$ cat src/rtl/fflt_pkg.sv
package fflt_pkg;

  typedef struct packed {
    logic shrt;
    logic open;
  } cond_t;

  // Classify one channel's comparator reading against its command and enables.
  function automatic cond_t classify(input logic on, input logic hi,
                                     input logic ol, input logic th_only);
    cond_t c;
    c.shrt = on & hi & ~th_only;
    c.open = ~on & ~hi & ol;
    return c;
  endfunction

endpackage

$ cat src/rtl/fflt_csedge.sv
module fflt_csedge (
  input  logic clk,
  input  logic rst_n,
  input  logic cs_n,
  output logic cs_rise
);
  logic cs_q;

  always_ff @(posedge clk or negedge rst_n) begin
    if (!rst_n) cs_q <= 1'b1;
    else        cs_q <= cs_n;
  end

  assign cs_rise = cs_n & ~cs_q;

  // a rising edge is a single-cycle event
  assert_rise_single_R7: assert property (@(posedge clk) disable iff (!rst_n)
    cs_rise |=> !cs_rise);

endmodule

$ cat src/rtl/fflt_chan.sv
module fflt_chan #(
  parameter int FILT_TICKS = 300
) (
  input  logic clk,
  input  logic rst_n,
  input  logic cs_rise,
  input  logic tick,
  input  logic cmd_on,
  input  logic drain_hi,
  input  logic ol_en,
  input  logic thermal_only,
  input  logic therm,
  output logic fault_q,
  output logic shut_q
);
  import fflt_pkg::*;

  localparam int CW = $clog2(FILT_TICKS + 1);
  localparam logic [CW-1:0] LAST = CW'(FILT_TICKS - 1);
  localparam logic [CW-1:0] FULL = CW'(FILT_TICKS);

  logic [CW-1:0] cnt_q, cnt_d;
  logic          cnt_en;
  logic          fault_d, shut_d;
  logic          hold, qual;
  cond_t         c;

  always_comb begin
    c      = classify(cmd_on, drain_hi, ol_en, thermal_only);
    hold   = c.shrt | c.open;
    qual   = tick & hold & ~cs_rise & (cnt_q == LAST);
    cnt_en = cs_rise | ~hold | (tick & (cnt_q != FULL));
    if (cs_rise || !hold) cnt_d = '0;
    else                  cnt_d = cnt_q + 1'b1;
    fault_d = (fault_q & ~cs_rise) | qual | therm;
    shut_d  = (shut_q & ~cs_rise) | (qual & c.shrt);
  end

  always_ff @(posedge clk or negedge rst_n) begin
    if (!rst_n) begin
      cnt_q   <= '0;
      fault_q <= 1'b0;
      shut_q  <= 1'b0;
    end else begin
      if (cnt_en) cnt_q <= cnt_d;
      fault_q <= fault_d;
      shut_q  <= shut_d;
    end
  end

  // the count never passes the window length
  assert_cnt_bound_R11: assert property (@(posedge clk) disable iff (!rst_n)
    cnt_q <= FULL);

  // a shutdown request is always accompanied by a latched fault
  assert_shut_has_fault_R2: assert property (@(posedge clk) disable iff (!rst_n)
    shut_q |-> fault_q);

  // a filtered set needs an on+high short or an off+low enabled open load
  assert_set_cause_R5: assert property (@(posedge clk) disable iff (!rst_n)
    ($rose(fault_q) && !$past(therm)) |->
      ($past(cmd_on) ? ($past(drain_hi) && !$past(thermal_only))
                     : (!$past(drain_hi) && $past(ol_en))));

  // a chip-select rise with no thermal flag leaves the bit clear
  assert_clear_on_rise_R8: assert property (@(posedge clk) disable iff (!rst_n)
    (cs_rise && !therm) |=> (!fault_q && !shut_q));

endmodule

$ cat src/rtl/fault_filter_latch.sv
module fault_filter_latch #(
  parameter int NCH        = 16,
  parameter int FILT_TICKS = 300
) (
  input  logic           clk,
  input  logic           rst_n,
  input  logic           cs_n,
  input  logic           tick_us,
  input  logic [NCH-1:0] cmd_on,
  input  logic [NCH-1:0] drain_hi,
  input  logic [NCH-1:0] ol_en,
  input  logic [NCH-1:0] thermal_only,
  input  logic [NCH-1:0] therm_flt,
  input  logic           ov_flt,
  output logic [NCH-1:0] fault_q,
  output logic           any_fault,
  output logic [NCH-1:0] short_off
);
  logic cs_rise;

  fflt_csedge u_edge (
    .clk     (clk),
    .rst_n   (rst_n),
    .cs_n    (cs_n),
    .cs_rise (cs_rise)
  );

  for (genvar g = 0; g < NCH; g++) begin : g_ch
    fflt_chan #(.FILT_TICKS(FILT_TICKS)) u_ch (
      .clk          (clk),
      .rst_n        (rst_n),
      .cs_rise      (cs_rise),
      .tick         (tick_us),
      .cmd_on       (cmd_on[g]),
      .drain_hi     (drain_hi[g]),
      .ol_en        (ol_en[g]),
      .thermal_only (thermal_only[g]),
      .therm        (therm_flt[g]),
      .fault_q      (fault_q[g]),
      .shut_q       (short_off[g])
    );
  end

  assign any_fault = (|fault_q) | ov_flt;

endmodule

$ cat config.mk
export PLATFORM = sky130hd
export DESIGN_NAME = fault_filter_latch
export DESIGN_NICKNAME = d
export VERILOG_FILES = /design/src/rtl/fflt_pkg.sv /design/src/rtl/fflt_csedge.sv /design/src/rtl/fflt_chan.sv /design/src/rtl/fault_filter_latch.sv
export SDC_FILE = /design/constraint.sdc
export NUM_CORES = 1
export LEC_CHECK = 0
export BUFFER_PORTS_ARGS = -buffer_cell sky130_fd_sc_hd__buf_2
export CAP_MARGIN = 0
export CORE_MARGIN = 2
export CORE_UTILIZATION = 40
export CTS_CLUSTER_SIZE = 12
export DETAILED_ROUTE_END_ITERATION = 16
export PLACE_DENSITY = 0.59
export SLEW_MARGIN = 20
export SYNTH_ARGS = -nofsm -noshare
export SYNTH_HDL_FRONTEND = slang
export SYNTH_HIERARCHICAL = 1
export SYNTH_SLANG_ARGS = --single-unit
export TNS_END_PERCENT = 20
$ cat constraint.sdc
create_clock -name clk -period 3.66 [get_ports clk]
set_input_delay 0.732 -clock clk [delete_from_list [all_inputs] [get_ports clk]]
set_output_delay 0.732 -clock clk [all_outputs]
set_load 0.03 [all_outputs]
==> results.sh <==
export IMPL_diodes=0
export IMPL_clk_latency_ns=0.43
export IMPL_rsz0062_at_grt="false"
export IMPL_timing_fmax_mhz=337
export IMPL_netlist_area_um2=10600
export IMPL_avgSynthCellArea_um2=9.71
export IMPL_seqCellArea_um2=4430
export IMPL_syn_to_final_growth_pct=14.5
export IMPL_drv_cap=0
export IMPL_holdBufCountCts=0
export IMPL_cts_setup_buffers=0
export IMPL_ir_drop_mv=0.242
export IMPL_slew_viol_final=0
export IMPL_crit_path_max_fanout=3
export IMPL_setup_tns_ns=0
export IMPL_drt_pass1_iter_count=11
export IMPL_cts_root_buf="clkbuf_16"
export IMPL_multiInputGateArea_um2=5800
export IMPL_grt_max_degree=66
export IMPL_period_share=0.812
export IMPL_grt_ovfl_total=0
export IMPL_cp_data_required_time_ns=2.93
export IMPL_synth_top_area_share=0.414
export IMPL_synth_distinct_cells=31
export IMPL_die_x_um=167
export IMPL_cts_resized=0
export IMPL_clkTransAtPathRegs_ns=0.07
export IMPL_r2r_slack_ns=1.73
export IMPL_p_per_area_nw_per_um2=338
export IMPL_ant_nets=0
export IMPL_grt_pass1_wl_mm=42.1
export IMPL_wl_per_cell_um=16.0
export IMPL_routed_via_density=5.83
export IMPL_drive_above_1_share=0.207
export IMPL_grt_usage=0.181
export IMPL_cts_max_path_buffers=2
export IMPL_path_class="flop to output pin"
export IMPL_r2r_end="g_ch[15].u_ch/fault_q"
export IMPL_dpl_hpwl_mm=17.5
export IMPL_worstSetupEndpointType="output pin"
export IMPL_hold_viol_final=0
export IMPL_synth_top_area_cell="dfrtp_1"
export IMPL_worst_slew_pin_slew_ns=0.804
export IMPL_crit_arrival_ns=2.24
export IMPL_placed_area_um2=11600
export IMPL_synth_nets=1213
export IMPL_yosys_warnings=6
export IMPL_clock_skew_ns=0.0105
export IMPL_antenna_found_initial=0
export IMPL_status="finished with violations"
export IMPL_netlist_instances=1096
export IMPL_startpoint_type="flop"
export IMPL_fp_dieArea_um2=27900
export IMPL_reg2reg_from="u_edge/cs_q"
export IMPL_cts_max_level=4
export IMPL_grt_pass1_vias=8483
export IMPL_ios=118
export IMPL_drc=5
export IMPL_vias=9053
export IMPL_synth_seq_cells=177
export IMPL_routed_wl_mm=24.8
export IMPL_clkSinkCount=177
export IMPL_die_h_um=167
export IMPL_final_min_clock_period_ns=2.97
export IMPL_routabilityCongestion=0.802
export IMPL_start_util=0.407
export IMPL_cts_tree="built"
export IMPL_fin_nets=1323
export IMPL_ys_seq_area_frac=0.416
export IMPL_coreArea_um2=26100
export IMPL_synth_area_leaders="dfrtp_1 41%, a21oi_1 5.3%, o211ai_1 4.5%, a41oi_1 3.9%, ha_1 3.8%"
export IMPL_place_port_buffers=117
export IMPL_hp_class="primary input to async pin"
export IMPL_fin_area_um2=12200
export IMPL_num_rows=59
export IMPL_cts_buffers=17
export IMPL_fillers=2521
export IMPL_violations="DRC"
export IMPL_p_leak_uw=0.00451
export IMPL_maxSlewHeadroom=0.463
export IMPL_dr_first_iter_drc_count=405
export IMPL_setup_viol=0
export IMPL_reg2reg_depth=5
==> kinds of logic after synthesis <==
logic type / after synthesis / share of synthesized area
AO/OA/AOI/OAI: 384 / 0.237
AND/OR/NAND/NOR: 359 / 0.240
flip-flops: 177 / 0.416
buffers and inverters: 112 / 0.0395
multiplexers: 32 / 0.0301
adder cells (fa/ha/maj): 32 / 0.0376
==> per-stage QoR <==
stage	util	hold slack, ns	instances	setup slack [ns]	total power (uW)
after floorplan	-	0.436	1096	1.48	2200
after global placement	0.445	0.500	1522	1.04	2380
after detailed placement	0.445	0.504	1522	1.01	2380
after CTS	0.466	0.233	1554	0.555	4190
after global routing	0.466	0.248	1554	0.554	4310
final	0.466	0.235	1554	0.689	4120
==> worst max-delay path by stage <==
stage,startpoint,endpoint,depth (start not counted),slack (ns)
finish,g_ch[6].u_ch/fault_q,any_fault,4,0.69
global route,g_ch[6].u_ch/fault_q,any_fault,4,0.55
CTS,g_ch[6].u_ch/fault_q,any_fault,4,0.56
detailed placement,g_ch[6].u_ch/fault_q,any_fault,4,1.01
global placement,g_ch[6].u_ch/fault_q,any_fault,4,1.04
floorplan,g_ch[10].u_ch/fault_q,any_fault,3,1.48
==> layout by cell type, fill, tap and decap left out, types with 17 or more instances in the layout <==
| cell | n |
|---|---|
| dfrtp_1 | 176 |
| buf_2 | 115 |
| a21oi_1 | 112 |
| inv_1 | 80 |
| nand3_1 | 64 |
| o21ai_0 | 64 |
| nand2_1 | 64 |
| o211ai_1 | 64 |
| nand4_1 | 49 |
| a41oi_1 | 48 |
| a211oi_1 | 32 |
| mux2i_1 | 32 |
| or3_1 | 32 |
| ha_1 | 32 |
| nor2_1 | 17 |
| clkbuf_16 | 17 |
==> state kept, by name (all words and copies together), names as in the netlist <==
register,count
g_ch.u_ch/cnt_q,144
g_ch.u_ch/fault_q,16
g_ch.u_ch/shut_q,16
u_edge/cs_q,1
==> routing by layer <==
layer,routed length (um),GRT usage,vias up
met2,11400,0.287,175
met1,12100,0.255,4348
met5,0,0,-
met4,383,0.0457,0
met3,943,0.0338,24
li1,-,-,4506
==> area by class of cell <==
cell class	instances	share of cell area
Inverter	80	0.0246
Tap cell	335	0.0344
Multi-Input combinational cell	807	0.475
Sequential cell	177	0.363
Clock inverter	12	0.00893
Timing Repair Buffer	123	0.0557
Clock buffer	20	0.0375
==> cell usage after synthesis (all sizes together) <==
cell and number:
and4b 16, nand3 80, nor4b 16, nor4 3, nand2 64, o211ai 64
o21ai 80, or4 17, a311o 16, and2 16, nor2 17, inv 80
o31ai 16, nand4 49, dfstp 1, or3 48, ha 32, nor2b 1
nor3b 16, clkbuf 32, a41oi 48, a211oi 32, dfrtp 176, a21oi 128
mux2i 32, and3b 16
==> worst max-delay path: stages (launching register included) <==
cell and delay, ns:
dfrtp_1 0.40, nor4_1 0.57, nand4_1 0.23, or4_1 0.43
buf_2 0.19
==> where the power goes <==
| group | switching, uW | internal, uW | total [uW] | leakage (uW) |
|---|---|---|---|---|
| combinational | 225 | 106 | 332 | 0.00184 |
| sequential | 27.0 | 1980 | 2010 | 0.00240 |
| clock | 804 | 976 | 1780 | 0.000265 |
| total | 1060 | 3060 | 4120 | 0.00451 |
Power figures use the tool's default switching activity.
